$ cat src/rtl/lcdt_pkg.sv
`timescale 1ns/1ps
package lcdt_pkg;
   // width of the hsync field inside the horizontal control word
   function automatic int hsw_width(input int ver);
      return (ver == 0) ? 8 : 14;
   endfunction
   // lowest bit of the hsync field
   function automatic int hsw_lsb(input int ver);
      return (ver == 0) ? 24 : 18;
   endfunction
   function automatic int max2(input int a, input int b);
      return (a > b) ? a : b;
   endfunction
endpackage

$ cat src/rtl/lcdt_hword_split.sv
`timescale 1ns/1ps
module lcdt_hword_split #(
   parameter int VERSION = 1,
   parameter int WORD_W  = 32,
   parameter int PER_W   = 18,
   localparam int HSW_W  = lcdt_pkg::hsw_width(VERSION)
) (
   input  logic [WORD_W-1:0] word,
   output logic [PER_W-1:0]  period,
   output logic [HSW_W-1:0]  hsw
);
   logic unused_word_bits;
   assign unused_word_bits = ^word;
   assign period = word[PER_W-1:0];

   generate
      if (VERSION == 0) begin : g_narrow
         assign hsw = word[31:24];
      end else begin : g_wide
         assign hsw = word[31:18];
      end
   endgenerate
endmodule

$ cat src/rtl/lcdt_axis_counter.sv
`timescale 1ns/1ps
module lcdt_axis_counter #(
   parameter int W = 18
) (
   input  logic         clk,
   input  logic         rst_n,
   input  logic         clr,
   input  logic         step,
   input  logic [W-1:0] period,
   output logic [W-1:0] cnt,
   output logic         wrap
);
   logic [W:0] nxt;
   assign nxt  = {1'b0, cnt} + {{W{1'b0}}, 1'b1};
   assign wrap = step && (nxt >= {1'b0, period});

   always_ff @(posedge clk or negedge rst_n) begin
      if (!rst_n)      cnt <= '0;
      else if (clr)    cnt <= '0;
      else if (wrap)   cnt <= '0;
      else if (step)   cnt <= nxt[W-1:0];
   end

   AST_CNT_CLEAR: assert property (@(posedge clk) disable iff (!rst_n)
      clr |=> cnt == '0);
   AST_CNT_ADVANCE: assert property (@(posedge clk) disable iff (!rst_n)
      (!clr && step && !wrap) |=> cnt == $past(cnt) + W'(1));
   AST_CNT_WRAP: assert property (@(posedge clk) disable iff (!rst_n)
      (!clr && wrap) |=> cnt == '0);
   AST_CNT_HOLD: assert property (@(posedge clk) disable iff (!rst_n)
      (!clr && !step) |=> $stable(cnt));
endmodule

$ cat src/rtl/lcdt_window.sv
`timescale 1ns/1ps
module lcdt_window #(
   parameter int POS_W = 18,
   parameter int SW_W  = 14,
   parameter int WT_W  = 12,
   parameter int ACT_W = 16
) (
   input  logic [POS_W-1:0] pos,
   input  logic [SW_W-1:0]  sync_len,
   input  logic [WT_W-1:0]  porch,
   input  logic [ACT_W-1:0] act,
   output logic             in_sync,
   output logic             in_act,
   output logic             is_last,
   output logic [ACT_W-1:0] offset
);
   localparam int SUM_W = lcdt_pkg::max2(lcdt_pkg::max2(POS_W, SW_W),
                                         lcdt_pkg::max2(WT_W, ACT_W)) + 2;
   logic [SUM_W-1:0] p, s, first, stop;

   always_comb begin
      p       = SUM_W'(pos);
      s       = SUM_W'(sync_len);
      first   = s + SUM_W'(porch);
      stop    = first + SUM_W'(act);
      in_sync = p < s;
      in_act  = (p >= first) && (p < stop);
      is_last = (p + SUM_W'(1)) == stop;
      offset  = ACT_W'(p - first);
   end
endmodule

$ cat src/rtl/lcd_timing_gen.sv
`timescale 1ns/1ps
module lcd_timing_gen #(
   parameter int VERSION = 1,
   parameter int WORD_W  = 32,
   parameter int PER_W   = 18,
   parameter int FRAME_W = 18,
   parameter int VSW_W   = 18,
   parameter int HWAIT_W = 12,
   parameter int VWAIT_W = 16,
   parameter int ACT_W   = 16,
   parameter int MIN_ACT = 120
) (
   input  logic               clk,
   input  logic               rst_n,
   input  logic               run,
   input  logic               sync_on,
   input  logic [WORD_W-1:0]  hctl_word,
   input  logic [FRAME_W-1:0] frame_lines,
   input  logic [VSW_W-1:0]   vsync_lines,
   input  logic [HWAIT_W-1:0] h_porch,
   input  logic [VWAIT_W-1:0] v_porch,
   input  logic [ACT_W-1:0]   act_pixels,
   input  logic [ACT_W-1:0]   act_lines,
   input  logic               hs_high,
   input  logic               vs_high,
   input  logic               de_high,
   input  logic               data_on_fall,
   output logic               lcd_hsync,
   output logic               lcd_vsync,
   output logic               lcd_de,
   output logic               dclk_fall,
   output logic               pix_req,
   output logic [ACT_W-1:0]   pix_x,
   output logic [ACT_W-1:0]   pix_y,
   output logic               frame_done
);
   localparam int HSW_W = lcdt_pkg::hsw_width(VERSION);
   localparam int HLSB  = lcdt_pkg::hsw_lsb(VERSION);

   generate
      if (VERSION != 0 && VERSION != 1) begin : g_bad_version
         $error("lcd_timing_gen: VERSION must be 0 or 1");
      end
      if (WORD_W < HLSB + HSW_W) begin : g_bad_word
         $error("lcd_timing_gen: control word too narrow for hsync field");
      end
      if (PER_W > HLSB) begin : g_bad_period
         $error("lcd_timing_gen: period field overlaps hsync field");
      end
      if (MIN_ACT >= (1 << ACT_W)) begin : g_bad_min
         $error("lcd_timing_gen: MIN_ACT does not fit ACT_W");
      end
   endgenerate

   logic               live;
   logic [PER_W-1:0]   line_per;
   logic [HSW_W-1:0]   hsw;
   logic [PER_W-1:0]   h_cnt;
   logic [FRAME_W-1:0] v_cnt;
   logic               h_wrap, v_wrap;
   logic               h_sync, h_act, h_last;
   logic               v_sync, v_act, v_last;
   logic [ACT_W-1:0]   h_off, v_off;
   logic               de_now, fd_pre;

   assign live = run && sync_on;

   lcdt_hword_split #(.VERSION(VERSION), .WORD_W(WORD_W), .PER_W(PER_W)) u_split (
      .word(hctl_word), .period(line_per), .hsw(hsw));

   lcdt_axis_counter #(.W(PER_W)) u_hcnt (
      .clk(clk), .rst_n(rst_n), .clr(!live), .step(live),
      .period(line_per), .cnt(h_cnt), .wrap(h_wrap));

   lcdt_axis_counter #(.W(FRAME_W)) u_vcnt (
      .clk(clk), .rst_n(rst_n), .clr(!live), .step(h_wrap),
      .period(frame_lines), .cnt(v_cnt), .wrap(v_wrap));

   lcdt_window #(.POS_W(PER_W), .SW_W(HSW_W), .WT_W(HWAIT_W), .ACT_W(ACT_W)) u_hwin (
      .pos(h_cnt), .sync_len(hsw), .porch(h_porch), .act(act_pixels),
      .in_sync(h_sync), .in_act(h_act), .is_last(h_last), .offset(h_off));

   lcdt_window #(.POS_W(FRAME_W), .SW_W(VSW_W), .WT_W(VWAIT_W), .ACT_W(ACT_W)) u_vwin (
      .pos(v_cnt), .sync_len(vsync_lines), .porch(v_porch), .act(act_lines),
      .in_sync(v_sync), .in_act(v_act), .is_last(v_last), .offset(v_off));

   logic unused_vwrap;
   assign unused_vwrap = v_wrap;

   assign de_now = live && h_act && v_act;

   always_ff @(posedge clk or negedge rst_n) begin
      if (!rst_n) begin
         lcd_hsync  <= 1'b1;
         lcd_vsync  <= 1'b1;
         lcd_de     <= 1'b1;
         dclk_fall  <= 1'b0;
         pix_req    <= 1'b0;
         pix_x      <= '0;
         pix_y      <= '0;
         fd_pre     <= 1'b0;
         frame_done <= 1'b0;
      end else begin
         lcd_hsync  <= (live && h_sync) ? hs_high : !hs_high;
         lcd_vsync  <= (live && v_sync) ? vs_high : !vs_high;
         lcd_de     <= de_now ? de_high : !de_high;
         dclk_fall  <= live && data_on_fall;
         pix_req    <= de_now;
         pix_x      <= de_now ? h_off : '0;
         pix_y      <= de_now ? v_off : '0;
         fd_pre     <= de_now && h_last && v_last;
         frame_done <= fd_pre;
      end
   end

   AST_ACT_MIN: assert property (@(posedge clk) disable iff (!rst_n)
      live |-> (act_pixels >= ACT_W'(MIN_ACT) && act_lines >= ACT_W'(MIN_ACT)));
   AST_IDLE_QUIET: assert property (@(posedge clk) disable iff (!rst_n)
      !live |=> (!pix_req && lcd_de == !$past(de_high)));
   AST_REQ_WITH_DE: assert property (@(posedge clk) disable iff (!rst_n)
      pix_req |-> lcd_de == $past(de_high));
   AST_X_STEP: assert property (@(posedge clk) disable iff (!rst_n)
      (pix_req && $past(pix_req) && pix_y == $past(pix_y)) |-> pix_x == $past(pix_x) + ACT_W'(1));
   AST_FD_SINGLE: assert property (@(posedge clk) disable iff (!rst_n)
      frame_done |=> !frame_done);
   AST_FD_AFTER_REQ: assert property (@(posedge clk) disable iff (!rst_n)
      frame_done |-> $past(pix_req));
endmodule

$ cat config.mk
export PLATFORM = sky130hd
export DESIGN_NAME = lcd_timing_gen
export DESIGN_NICKNAME = d
export VERILOG_FILES = /design/src/rtl/lcdt_pkg.sv /design/src/rtl/lcdt_hword_split.sv /design/src/rtl/lcdt_axis_counter.sv /design/src/rtl/lcdt_window.sv /design/src/rtl/lcd_timing_gen.sv
export SDC_FILE = /design/constraint.sdc
export NUM_CORES = 1
export LEC_CHECK = 0
export BUFFER_PORTS_ARGS = -buffer_cell sky130_fd_sc_hd__buf_2
export CORE_MARGIN = 1
export CORE_UTILIZATION = 54
export CTS_CLUSTER_SIZE = 16
export DETAILED_ROUTE_END_ITERATION = 7
export PLACE_DENSITY_LB_ADDON = 0.25
export SETUP_SLACK_MARGIN = 0.4
export SLEW_MARGIN = 40
export SYNTH_ARGS = -nofsm -noshare
export SYNTH_HDL_FRONTEND = slang
export SYNTH_HIERARCHICAL = 1
export SYNTH_SLANG_ARGS = --single-unit
$ cat constraint.sdc
create_clock -name clk -period 4.3 [get_ports clk]
set_clock_uncertainty 0.05 [all_clocks]
set_input_delay 0.645 -clock clk [delete_from_list [all_inputs] [get_ports clk]]
set_output_delay 0.645 -clock clk [all_outputs]
set_load 0.01 [all_outputs]
Word level (Yosys, flattened, before mapping)

Cells that the tools add are included.

Register bits: 75
Input bits: 136

Add/subtract/negate cells: 10
$lt $le $gt $ge: 8
Equal/unequal tests: 3
Muxes and demuxes: 10
Reduce and logical (&&, ||, !) cells: 15

Operators with widths:

| operator                                                                 | count |
|---|---|
| 18-bit two-way mux                                                       | 5 |
| 18-bit by 1-bit adder with 19-bit output (second input constant)         | 4 |
| 20-bit equality test                                                     | 2 |
| 18-bit by 20-bit less-than comparator with 1-bit output                  | 2 |
| 19-bit by 18-bit greater-or-equal comparator with 1-bit output           | 2 |
| 16-bit two-way mux                                                       | 2 |
| 16-bit subtractor                                                        | 2 |
| 19-bit by 16-bit adder with 20-bit output                                | 1 |
| 20-bit by 16-bit adder with 20-bit output                                | 1 |
| 18-bit by 16-bit adder with 19-bit output                                | 1 |
| 18-bit by 19-bit greater-or-equal comparator with 1-bit output           | 1 |
| 18-bit by 15-bit greater-or-equal comparator with 1-bit output           | 1 |
| 18-bit by 14-bit less-than comparator with 1-bit output                  | 1 |
| 18-bit less-than comparator                                              | 1 |
| 14-bit by 12-bit adder with 15-bit output                                | 1 |
| 1-bit logical AND                                                        | 12 |
| 1-bit logical NOT                                                        | 3 |
| 1-bit two-way mux                                                        | 3 |
| 3-bit by 1-bit inequality test with 1-bit output (second input constant) | 1 |

Longest topological paths before layout

Depth after elaboration: 8
Mapped depth: 28

Cells and area by module

Netlist, hierarchy kept.

Modules (own cells, without submodules):

| module                     | instances | cells an instance | area an instance (um^2) | sequential area each (um^2) |
|---|---|---|---|---|
| lcdt_window (u_vwin)       | 1         | 494               | 3738.6                  | 0.0 |
| lcdt_window (u_hwin)       | 1         | 421               | 3276.9                  | 0.0 |
| lcdt_axis_counter (u_vcnt) | 1         | 235               | 1985.7                  | 450.4 |
| lcdt_axis_counter (u_hcnt) | 1         | 158               | 1490.2                  | 450.4 |
| lcd_timing_gen             | 1         | 85                | 1311.3                  | 979.7 |
| lcdt_hword_split           | 1         | 32                | 240.2                   | 0.0 |

Worst setup path after synthesis

No wires, ideal clock.

Kind: input to register
Start point: input hctl_word[18]
End point: register pix_y[10]
Library setup time: 64 ps
Arrival time: 5509 ps
Required time: 4186 ps
Path slack: -1323 ps
Cell stages on the path: 26
Path buffers: 3
Path through: buf_4 ha_1 fa_1 a21o_1 a21oi_1 o21bai_1 a21oi_1 o21bai_1 a41oi_1 nor2b_1 xnor2_1 ha_1 nand2_1 o21ai_0 o41a_1 or4_1 and3_4 ha_1 a22o_1 nor4_1 a21oi_1 nor4_1 and4_1 buf_6 buf_8 and2_2

Word-level cells in the longest chain between the ends: 7

Ends and longest elaborated chain:

| element                                                 | RTL line              | RTL |
|---|---|---|
| start: declaration                                      | lcd_timing_gen.sv:17  | `input logic [WORD_W-1:0] hctl_word,` |
| 14-bit by 12-bit adder with 15-bit output (*)           | lcdt_window.sv:24     | `first = s + SUM_W'(porch);` |
| 20-bit by 16-bit adder with 20-bit output               | lcdt_window.sv:25     | `stop = first + SUM_W'(act);` |
| 18-bit by 20-bit less-than comparator with 1-bit output | lcdt_window.sv:27     | `in_act = (p >= first) && (p < stop);` |
| 1-bit logical AND (*)                                   | lcdt_window.sv:27     |  |
| named net h_act                                         | lcd_timing_gen.sv:61  | `logic h_sync, h_act, h_last;` |
| 1-bit logical AND (*) (2 in series)                     | lcd_timing_gen.sv:90  | `assign de_now = live && h_act && v_act;` |
| named net de_now                                        | lcd_timing_gen.sv:64  | `logic de_now, fd_pre;` |
| 16-bit two-way mux (*)                                  | lcd_timing_gen.sv:110 | `pix_y <= de_now ? v_off : '0;` |
| end signal: assignment                                  | lcd_timing_gen.sv:110 |  |
| end: declaration                                        | lcd_timing_gen.sv:34  | `output logic [ACT_W-1:0] pix_y,` |

Mark *: on every way through the listed nets, which the timed path passes. The rest lies on a longest branch.
A chain may end at the register's enable or synchronous reset.

Worst setup path after layout

Start point: input vsync_lines[0]
End point: register pix_y[5]

Word-level cells in the longest chain between the ends: 6

Ends and longest elaborated chain:

| element                                                 | RTL line              | RTL |
|---|---|---|
| start: declaration                                      | lcd_timing_gen.sv:19  | `input logic [VSW_W-1:0] vsync_lines,` |
| 18-bit by 16-bit adder with 19-bit output (*)           | lcdt_window.sv:24     |  |
| 19-bit by 16-bit adder with 20-bit output               | lcdt_window.sv:25     |  |
| 18-bit by 20-bit less-than comparator with 1-bit output | lcdt_window.sv:27     |  |
| 1-bit logical AND (*)                                   | lcdt_window.sv:27     |  |
| named net v_act                                         | lcd_timing_gen.sv:62  | `logic v_sync, v_act, v_last;` |
| 1-bit logical AND (*)                                   | lcd_timing_gen.sv:90  |  |
| 16-bit two-way mux (*)                                  | lcd_timing_gen.sv:110 |  |

Marked as above.

==> impl_metrics.toml <==
[synthesis]
syn_area_per_cell_um2 = 8.45
syn_nets = 1766
netlist_instances = 1424
yosysWarnings = 6
synthesis.area_um2 = 12000

[route]
via_count = 12700
wl_per_cell_um = 17.2
drt_wl_total_mm = 37.8
drt_first_pass_iters = 5
vias_per_cell = 5.78
ant_nets = 0
drc = 0
first_iter_violations = 789

[clocking]
holdBufCountCts = 0
clock_sinks = 75
clkTransAtPathRegs_ps = 60
cts_buffers = 9
cts_tree = "done"
ctsRootBufferMaster = "clkbuf_16"
h-tree-depth = 3
clk-insertion-delay-late_ps = 350
clock_path_buffers = 2

[worst_setup_path]
cp.buffers_inverters = 4
cpMaxStageDelayCell = "a221o_1"
path_max_fanout = 9
crit_family = "compound AO/OA/AOI/OAI gates"
critPathRequiredTime_ps = 4540
cpPeakStageDelay_ps = 380
cp-end-kind = "flip-flop"
start_kind = "input port"
crit_type = "in2reg"
crit_top_cell = "ha_1"
critical_path_arrival_ps = 5630

[sta]
hold_viol = 0
rsz0062_at_grt = "true"
maxSlewViolCount = 0
setup_slack_ps = -1090
final.min_clock_period_ps = 5390
fin_crit_sh = 1.25
fmax_mhz = 185
slew_headroom = 0.526
setup_viol = 35
tightest_slew_ps = 710

[cells_and_area]
drive_above_1_share = 0.365
fin_cells = 2196
fillers = 1601
finalNetCount = 2253
diodes = 0
synthToLayoutAreaGrowth_pct = 36.3
final_util = 0.752
multi_input_area_um2 = 9660
area.sequential_um2 = 1880

[floorplan]
core-area_um2 = 21800
num_rows = 54
die-area_um2 = 22900
die_w_um = 151
start_util = 0.552
chipHeight_um = 151
io_pins = 174

[global_routing]
antenna_found_initial = 0
grt_use_total = 0.319
grt_pass1_vias = 12300
grt_pass1_wl_mm = 58.0
grt_overflow = 0
grt_max_degree = 76

[placed_design]
io_buffers = 173
gp_congestion = 0.942
hpwl_mm = 29.1
pre_cts_ws_ps = -1620
dp.cells = 2140

[hold_path]
hp-class = "in2async"

[power]
power_density_nw_per_um2 = 247
power.total_mw = 4.05
vdd_drop_max_uv = 194
p_leak_nw = 8.81

[status]
violations = "negative setup slack"
outcome = "finished with violations"

[run]
cap_viol_max_count = 0
[cell usage in the layout (no fill, tap or decap), types with 12 or more instances in the layout]
cell      count
and2_1       23
inv_1       130
a22o_1       19
a21oi_1      71
nor3_1       30
ha_1        196
nand2b_1     15
nor2_1       50
nor2b_1      29
a211oi_1     12
a21o_1       44
xnor2_1      93
dfrtp_1      71
o21ai_0      40
and3_1       14
xor2_1       55
a21oi_2      14
buf_4       345
buf_2       170
nor4_1       14
nand4_1      30
o21bai_1     12
or2_2        14
o21a_1       29
nand2_1      64
nand3_1      45
[layer usage]
layer  vias up  global-route usage  wire length [um]
met5         -                   0                 0
met4         0              0.0990               947
met3        76              0.0325              2890
met2       546               0.524             17300
met1      5961               0.438             16600
li1       6117                   -                 -
[report_power, final]
group          total (mW)  internal (mW)  switching, mW
combinational        2.49           1.34           1.15
sequential          0.712          0.710        0.00102
clock               0.848          0.528          0.320
total                4.05           2.58           1.47
[final cells by class]
type | instances | area share
clock buffer | 11 | 0.0148
tap | 280 | 0.0213
multi-input combinational | 1161 | 0.589
clock inverter | 5 | 0.00503
inverter | 132 | 0.0302
timing repair buffer | 532 | 0.225
sequential | 75 | 0.115
[repair_timing]
action,CTS,global route
setup endpoints to repair,46,71
cloned,2,2
resized for setup,34,70
pin swaps,10,45
buffers inserted,12,24
[through the flow]
stage                     instance area [um2]  TNS [ps]  hold WS (ps)
final                                   16400    -36770           242
after global routing                    16400    -43480           325
after floorplan                         12100    -32300           281
after detailed placement                15300    -54660           350
after CTS                               15900    -31700           295
after global placement                  15300    -46250           330
[registers in the layout, summed over array words and instances, names as in the netlist]
register	cells
frame_done	1
u_hcnt/cnt	18
lcd_hsync	1
pix_req	1
dclk_fall	1
fd_pre	1
u_vcnt/cnt	18
lcd_de	1
pix_x	16
pix_y	16
lcd_vsync	1
[final timing paths]
check | startpoint | end | slack [ps] | depth (start not counted)
hold reg to reg | fd_pre | frame_done | 370 | 0
max in group asynchronous | rst_n | u_vcnt/cnt[0] | 3400 | 1
min in group clk | fd_pre | frame_done | 370 | 0
hold / removal | rst_n | u_hcnt/cnt[3] | 240 | 1
setup reg to reg | u_hcnt/cnt[1] | u_vcnt/cnt[17] | 410 | 18
setup / recovery | vsync_lines[0] | pix_y[5] | -1090 | 25
No activity file was read; power rests on OpenSTA's default activity.
